<file path="src/rtl/irq_arb_pkg.sv">
// Shared level type and encodings for the interrupt arbiter.
// Assumes a larger numeric value always means a more urgent level.
package irq_arb_pkg;
    typedef logic [1:0] lvl_t;
    localparam lvl_t LVL_NONE = 2'd0;
    localparam lvl_t LVL_LOW  = 2'd1;
    localparam lvl_t LVL_HIGH = 2'd2;
    localparam lvl_t LVL_TOP  = 2'd3;
endpackage

</file>
<file path="src/rtl/irq_prio_map.sv">
// Maps each request line and its select bit onto a priority level.
// The first NUM_TOP lines choose between top and low levels.
// The remaining lines choose between high and low levels.
// An idle line maps to LVL_NONE.
module irq_prio_map
    import irq_arb_pkg::*;
#(
    parameter int NUM_VEC = 10,
    parameter int NUM_TOP = 2
) (
    input  logic [NUM_VEC-1:0]      req_i,
    input  logic [NUM_VEC-1:0]      sel_i,
    output lvl_t [NUM_VEC-1:0]      lvl_o
);
    for (genvar g = 0; g < NUM_VEC; g++) begin : g_line
        if (g < NUM_TOP) begin : g_top
            // top-capable line: select chooses top or low
            assign lvl_o[g] = !req_i[g] ? LVL_NONE : (sel_i[g] ? LVL_TOP : LVL_LOW);
        end else begin : g_std
            // standard line: select chooses high or low
            assign lvl_o[g] = !req_i[g] ? LVL_NONE : (sel_i[g] ? LVL_HIGH : LVL_LOW);
        end
    end
endmodule

</file>
<file path="src/rtl/irq_winner_pick.sv">
// Picks the pending line with the greatest level.
// Ties go to the lowest index.
// Purely combinational. Assumes that LVL_NONE marks an idle line.
module irq_winner_pick
    import irq_arb_pkg::*;
#(
    parameter int NUM_VEC = 10,
    localparam int IDX_W = $clog2(NUM_VEC)
) (
    input  lvl_t [NUM_VEC-1:0]  lvl_i,
    output logic                found_o,
    output logic [IDX_W-1:0]    idx_o,
    output lvl_t                lvl_o
);
    // scan from the top index down so that a lower index replaces an equal level
    always_comb begin
        lvl_o = LVL_NONE;
        idx_o = '0;
        for (int i = NUM_VEC - 1; i >= 0; i--) begin
            if (lvl_i[i] != LVL_NONE && lvl_i[i] >= lvl_o) begin
                lvl_o = lvl_i[i];
                idx_o = IDX_W'(i);
            end
        end
        found_o = (lvl_o != LVL_NONE);
    end
endmodule

</file>
<file path="src/rtl/irq_level_stack.sv">
// LIFO record of the levels in service.
// Pop takes priority over push.
// A push when full and a pop when empty are both dropped.
// top_o reads LVL_NONE while the record is empty.
module irq_level_stack
    import irq_arb_pkg::*;
#(
    parameter int DEPTH = 3,
    localparam int CNT_W = $clog2(DEPTH + 1)
) (
    input  logic clk,
    input  logic rst_n,
    input  logic push_i,
    input  lvl_t push_lvl_i,
    input  logic pop_i,
    output lvl_t top_o
);
    lvl_t             stk_q [DEPTH];
    logic [CNT_W-1:0] cnt_q;

    // keep the occupancy count and write pushed levels into the slot above the top
    always_ff @(posedge clk) begin
        if (!rst_n) begin
            cnt_q <= '0;
            for (int i = 0; i < DEPTH; i++) stk_q[i] <= LVL_NONE;
        end else if (pop_i) begin
            if (cnt_q != '0) cnt_q <= cnt_q - 1'b1;
        end else if (push_i && cnt_q != CNT_W'(DEPTH)) begin
            for (int i = 0; i < DEPTH; i++)
                if (CNT_W'(i) == cnt_q) stk_q[i] <= push_lvl_i;
            cnt_q <= cnt_q + 1'b1;
        end
    end

    // report the newest occupied slot
    always_comb begin
        top_o = LVL_NONE;
        for (int i = 0; i < DEPTH; i++)
            if (CNT_W'(i) < cnt_q) top_o = stk_q[i];
    end
endmodule

</file>
<file path="src/rtl/irq_vec_arbiter.sv">
// Top level of the vectored interrupt arbiter.
// It maps the lines to levels, picks a winner and compares the winner with the level in service.
// An accepted acknowledge pushes the winner's level, and a return pops it.
// Assumes that ack_i and ret_i are single-cycle pulses from the CPU.
module irq_vec_arbiter
    import irq_arb_pkg::*;
#(
    parameter int NUM_VEC  = 10,
    parameter int NUM_TOP  = 2,
    parameter int DEPTH    = 3,
    parameter int ADDR_W   = 8,
    parameter int VEC_BASE = 3,
    parameter int VEC_STEP = 8,
    localparam int IDX_W   = $clog2(NUM_VEC)
) (
    input  logic                clk,
    input  logic                rst_n,
    input  logic [NUM_VEC-1:0]  req_i,
    input  logic [NUM_VEC-1:0]  sel_i,
    input  logic                en_i,
    input  logic                ack_i,
    input  logic                ret_i,
    output logic                irq_o,
    output logic [ADDR_W-1:0]   vec_addr_o,
    output logic [1:0]          svc_level_o
);
    lvl_t [NUM_VEC-1:0] line_lvl;
    logic               win_found;
    logic [IDX_W-1:0]   win_idx;
    lvl_t               win_lvl;
    lvl_t               svc_lvl;
    logic               do_push;

    irq_prio_map #(.NUM_VEC(NUM_VEC), .NUM_TOP(NUM_TOP)) i_map (
        .req_i (req_i),
        .sel_i (sel_i),
        .lvl_o (line_lvl)
    );

    irq_winner_pick #(.NUM_VEC(NUM_VEC)) i_pick (
        .lvl_i   (line_lvl),
        .found_o (win_found),
        .idx_o   (win_idx),
        .lvl_o   (win_lvl)
    );

    irq_level_stack #(.DEPTH(DEPTH)) i_stack (
        .clk        (clk),
        .rst_n      (rst_n),
        .push_i     (do_push),
        .push_lvl_i (win_lvl),
        .pop_i      (ret_i),
        .top_o      (svc_lvl)
    );

    // present the winner only when it strictly outranks the service level
    always_comb begin
        irq_o       = en_i && win_found && (win_lvl > svc_lvl);
        do_push     = ack_i && irq_o && !ret_i;
        vec_addr_o  = ADDR_W'(VEC_BASE) + ADDR_W'(VEC_STEP) * ADDR_W'(win_idx);
        svc_level_o = svc_lvl;
    end
endmodule

</file>
<file path="config.mk">
export PLATFORM = sky130hd
export DESIGN_NAME = irq_vec_arbiter
export DESIGN_NICKNAME = d
export VERILOG_FILES = /design/src/rtl/irq_arb_pkg.sv /design/src/rtl/irq_prio_map.sv /design/src/rtl/irq_winner_pick.sv /design/src/rtl/irq_level_stack.sv /design/src/rtl/irq_vec_arbiter.sv
export SDC_FILE = /design/constraint.sdc
export NUM_CORES = 1
export LEC_CHECK = 0
export CAP_MARGIN = 25
export CORE_ASPECT_RATIO = 1.75
export CORE_MARGIN = 4
export CORE_UTILIZATION = 30
export DETAILED_ROUTE_END_ITERATION = 8
export DONT_BUFFER_PORTS = 1
export MAX_ROUTING_LAYER = met4
export SLEW_MARGIN = 0
export SYNTH_ARGS = -nofsm -noshare
export SYNTH_HDL_FRONTEND = slang
export SYNTH_SLANG_ARGS = --single-unit
</file>
<file path="constraint.sdc">
create_clock -name clk -period 12.53 [get_ports clk]
set_clock_uncertainty 0.15 [all_clocks]
set_input_delay 0.6265 -clock clk [delete_from_list [all_inputs] [get_ports clk]]
set_output_delay 0.6265 -clock clk [all_outputs]
set_load 0.1 [all_outputs]
</file>
# == After elaboration in Yosys (flattened, before gate mapping) ==
# Memories as Yosys holds them, arrays and structs flattened.
# Cells that the tools add are included.
# classes
n_addsub,3
order_cmp,14
eq_ne,4
muxes,65
n_bitwise,3
reduce_logical,31
# op_table
op,count
$mux 2,39
$mux 4,10
$reduce_bool 2->1,13
$ge 2x2->1,9
$mux 1,16
$logic_and 1x1->1,15
$add 2x7->8 const A,1
$lt 1x2->1 const A,2
$or 1x1->1,3
$add 2x1->2 const B,1
$eq 1x2->1 const A,1
$eq 2x2->1 const A,1
$ge 2x1->1 const B,1
$gt 2x2->1,1
$logic_not 2->1,1
$lt 2x2->1 const A,1
$ne 2x1->1 const B,1
$ne 2x2->1 const B,1
$reduce_and 2->1,1
$sub 2x1->2 const B,1
$logic_not 1->1,1
# totals
ff_bits,2
ram_bits,6
input_bits,25
out_inout_bits,11
word_cells,122
n_memories,1
# memory_table
name,words,word_bits,rd,rd_ports_with_merged_regs,write_ports,line,source
i_stack.stk_q,3,2,3,0,3,irq_level_stack.sv:18,lvl_t stk_q [DEPTH];

# == Longest topological paths before layout ==
# depth
word_depth,43
mapped_depth,53
mapped_depth_nobuf,53

# == Cells and area by module ==
# Synthesis repeated with hierarchy kept, for this count alone.
# hier_totals
hier_cells,202
hier_area_um2,1559.0
# by_module_without_submodules
mod,instances,cells_per_inst,area_per_inst_um2,seq_area_each_um2
irq_winner_pick,1,123,855.8,0.0
irq_level_stack,1,42,456.7,220.2
irq_prio_map,1,20,127.6,0.0
irq_vec_arbiter,1,17,118.9,0.0

# == Worst setup path after synthesis ==
# OpenSTA, ideal clock, no wires.
# synth_timing
kind,input to output
from,input port req_i[8]
to,output port vec_addr_o[6]
t_arrival_ns,11.941
required_time_ns,11.753
slack_ns,-0.187
cell_stages,50
path_buffers,0
cell_sequence,nand2_1 inv_1 ha_1 nand2b_1 a32oi_1 inv_1 ha_1 nor2b_1 o21a_1 mux2i_1 ha_1 or3b_4 o211ai_2 o211ai_2 a21boi_0 ha_1 o21ai_0 or3_1 [... 14 more ...] nand2b_1 a21oi_1 nor2_1 mux2_2 inv_1 ha_1 nand2b_1 a21oi_1 nand2b_1 nor2_1 a31oi_1 inv_1 ha_1 a21oi_1 nor2_1 nor2_1 nand2_1 nor4b_1
# synth_between
elab_chain_len,29
elab_cells_between_ends,38
classes_between,1 x add/sub; 9 x order compare; 18 x mux; 10 x reduce/logical
# synth_lines
item,line,source
start: declaration,irq_vec_arbiter.sv:18,"input logic [NUM_VEC-1:0] req_i,"
$mux 2 (*),irq_prio_map.sv:21,assign lvl_o[g] = !req_i[g] ? LVL_NONE : (sel_i[g] ? LVL_HIGH : LVL_LOW);
$ge 2x2->1 / $reduce_bool 2->1 (equally long branches),irq_winner_pick.sv:20,if (lvl_i[i] != LVL_NONE && lvl_i[i] >= lvl_o) begin
$logic_and 1x1->1,irq_winner_pick.sv:20,
$mux 2,irq_winner_pick.sv:20,
$ge 2x2->1,irq_winner_pick.sv:20,
$logic_and 1x1->1,irq_winner_pick.sv:20,
$mux 2,irq_winner_pick.sv:20,
$ge 2x2->1,irq_winner_pick.sv:20,
[... 13 more ...],--,
$mux 2,irq_winner_pick.sv:20,
$ge 2x2->1,irq_winner_pick.sv:20,
$logic_and 1x1->1,irq_winner_pick.sv:20,
$mux 2,irq_winner_pick.sv:20,
$ge 2x2->1,irq_winner_pick.sv:20,
$logic_and 1x1->1,irq_winner_pick.sv:20,
$mux 4 (*),irq_winner_pick.sv:20,
$add 2x7->8 (*),irq_vec_arbiter.sv:60,vec_addr_o = ADDR_W'(VEC_BASE) + ADDR_W'(VEC_STEP) * ADDR_W'(win_idx);
end: declaration,irq_vec_arbiter.sv:24,"output logic [ADDR_W-1:0] vec_addr_o,"
# Every way passes the cells marked *; elsewhere a longest branch is shown, timed or not.

# == Worst setup path after layout ==
# layout_timing
from,input port req_i[8]
to,output port irq_o
# layout_between
elab_chain_len,31
elab_cells_between_ends,33
classes_between,10 x order compare; 10 x mux; 13 x reduce/logical
# layout_lines
item,line,source
$mux 2 (*),irq_prio_map.sv:21,
$ge 2x2->1 / $reduce_bool 2->1 (equally long branches),irq_winner_pick.sv:20,
$logic_and 1x1->1,irq_winner_pick.sv:20,
$mux 2 (*),irq_winner_pick.sv:20,
$ge 2x2->1,irq_winner_pick.sv:20,
$logic_and 1x1->1,irq_winner_pick.sv:20,
$mux 2 (*),irq_winner_pick.sv:20,
$ge 2x2->1,irq_winner_pick.sv:20,
[... 14 more ...],--,
$ge 2x2->1,irq_winner_pick.sv:20,
$logic_and 1x1->1,irq_winner_pick.sv:20,
$mux 2 (*),irq_winner_pick.sv:20,
$ge 2x2->1,irq_winner_pick.sv:20,
$logic_and 1x1->1,irq_winner_pick.sv:20,
$mux 2 (*),irq_winner_pick.sv:20,
branches (longest 2 deep; another with $gt 2x2->1),--,
$logic_and 1x1->1 (*),irq_vec_arbiter.sv:58,irq_o = en_i && win_found && (win_lvl > svc_lvl);
end: declaration,irq_vec_arbiter.sv:23,"output logic irq_o,"
# Every way passes the cells marked *.

==> impl_metrics.toml <==
[power]
ir_drop_mv = 0.176
p_per_area_mw_per_mm2 = 203
intPower_mw = 0.145
p_leak_nw = 0.747
combPwrFrac = 0.800
p_clk_frac = 0.095
power_mw = 0.338
switchingPower_mw = 0.193
power_frac_seq = 0.105
p_sw_frac = 0.570

[timing]
worstMarginPinSlew_ps = 828
hold_ws_ps = 349
slew_viol_final = 0
period_needed_ps = 11610
fmax_ghz = 0.0862
fin_crit_sh = 0.926
finalSetupViolations = 0
slew_headroom = 0.447
tns_ps = 0
hold_viol = 0

[layout]
final_area_mm2 = 0.00166
syn2layout_area_growth_pct = 15.1
fin_nets = 244
drive_above_1_share = 0.191
fillers = 504
antenna_cells = 0
finalCoreUtilization = 0.356
seq_area_um2 = 220
multi_input_area_mm2 = 0.00119

[synthesis]
synthFlopType = "edfxtp_1"
yosys.area.top_type_share = 0.208
netlist_instances = 184
ys_seq_area_frac = 0.153
synthArstFlopShare = 0
synth_area_leaders = "ha_1 (21%), edfxtp_1 (12%), nand2b_1 (5.2%)"
avgSynthCellArea_um2 = 7.84
ys_warn_count = 0
ys_ff_latch = 8
syn-cell-area_mm2 = 0.00144
synth_edf_count = 6
synth_commonest_cells = "ha_1 (24), nand2_1 (19), inv_1 (18)"
yosysTopAreaCell = "ha_1"
yosys.cell_count.top_type = "ha_1"
ys_types = 43

[place]
place_congestion = 0.767
port_buffers = 0
hpwl_um = 2710
place_area_mm2 = 0.00159

[critical_path]
timing.critical_path.required_ps = 11750
path_class = "input pin to output pin"
critPathCaptureType = "output pin"
startpoint = "req_i[8]"
worstReg2RegStart = "i_stack.cnt_q[1]$_SDFFE_PN0P_"
cpMostUsedCell = "ha_1"
arrival_ps = 10830
cp_max_fo = 6
slowest_stage = "or3b_4"
cp-start-kind = "input pin"
critPathMaxStageDelay_ps = 410

[global_route]
grt_pass1_vias = 1314
grt_antenna_before_repair = 0
grt_max_degree = 9
grt_use_total = 0.114
grt_pass1_wl_um = 5230
gr-total-overflow = 0

[floorplan]
die_area_mm2 = 0.00603
die_x_um = 60.4
io_pins = 36
rows = 33
start_util = 0.309
coreArea_mm2 = 0.00467
die_h_um = 99.7

[clocking]
clock-root-buffer = "clkbuf_8"
h-tree-depth = 1
cts_max_path_buffers = 2
cts_made_buffers = 3
path_clk_slew_ps = 40
cts_tree = "done"
clock-sinks = 8
clock_latency_ps = 230

[drt]
drt_iter0_markers = 14
post_drt_wl_per_cell_um = 12.5
drc = 0
vias = 1272
wl_um = 3080
dr.pass1.iters = 4
ant_nets = 0
via_per_inst = 5.17

[hold_path]
min_path_type = "register to register"
worstHoldStart = "i_stack.cnt_q[0]$_SDFFE_PN0P_"

[run]
cap_violations = 0

[outcome]
status = "finished, final reports clean"
==> cells by family after synthesis <==
| kind of cell | Yosys count | synth area share |
|---|---|---|
| compound gates | 49 | 0.244 |
| fa+ha+maj | 24 | 0.208 |
| buf+inv | 22 | 0.0676 |
| flops | 8 | 0.153 |
| mux | 7 | 0.0503 |
| other cells | 2 | 0.00521 |
| simple gates | 72 | 0.272 |
==> path summary, 6_finish.rpt <==
check | slack, ps | endpoint | depth (start not counted)
hold reg to reg | 350 | i_stack.cnt_q[0]$_SDFFE_PN0P_ | 2
setup reg to reg | 9310 | i_stack.stk_q[0][3]$_DFFE_PP_ | 12
hold / removal | 350 | i_stack.cnt_q[0]$_SDFFE_PN0P_ | 2
setup / recovery | 920 | irq_o | 53
==> per-layer routing <==
metal / part of all wire / routed length [um] / global-route usage
met5: 0 / 0 / -
met4: 0.016 / 50 / 0.0451
met3: 0.081 / 250 / 0.0351
met2: 0.54 / 1650 / 0.202
met1: 0.37 / 1130 / 0.112
==> layout by cell type, fill, tap and decap left out, drive strengths merged, types with 3 or more instances in the layout <==
master / n
ha: 24
nand2: 19
inv: 18
nor2: 14
nand2b: 12
o21ai: 11
and2: 10
a21oi: 8
buf: 8
edfxtp: 6
mux2i: 5
nor2b: 4
conb: 4
nor3b: 4
a31oi: 4
clkbuf: 4
o211ai: 4
o22ai: 3
a21boi: 3
and3: 3
==> state kept, by name, summed over array words and instances, names as in the netlist <==
name	flops
i_stack.stk_q	6
i_stack.cnt_q	2
==> critical path, delay by kind of cell <==
family,cells,cell delay (ps)
compound gates,15,2980
fa+ha+maj,10,2530
buf+inv,7,620
mux,4,1330
simple gates,17,2730
==> what timing repair did <==
| action | 4_1_cts | 5_1_grt |
|---|---|---|
| setup buffers | 0 | 1 |
| endpoints found under the setup margin | 0 | 13 |
| resized for setup | 0 | 8 |
| hold buffers | 0 | 0 |
==> stage by stage <==
stage               std cells  worst slack, ps
floorplan                 186              955
global placement          239              531
detailed placement        241              369
CTS                       245              492
global route              246            -21.6
finish                    246              925
==> power by group through the flow <==
stage	clock (mW)	sequential (mW)	combinational (mW)
after floorplan	0	0.0353	0.211
after global placement	0	0.0358	0.257
after detailed placement	0	0.0359	0.265
after CTS	0.0326	0.0355	0.266
after global routing	0.0340	0.0361	0.296
final	0.0321	0.0355	0.270
==> layout make-up <==
type	instances	area share
multi-input cells	156	0.714
flip-flops and latches	8	0.133
repair buffers	8	0.0460
inverters	18	0.0407
well taps	52	0.0392
clock buffers	4	0.0271
Power figures use the tool's default switching activity.
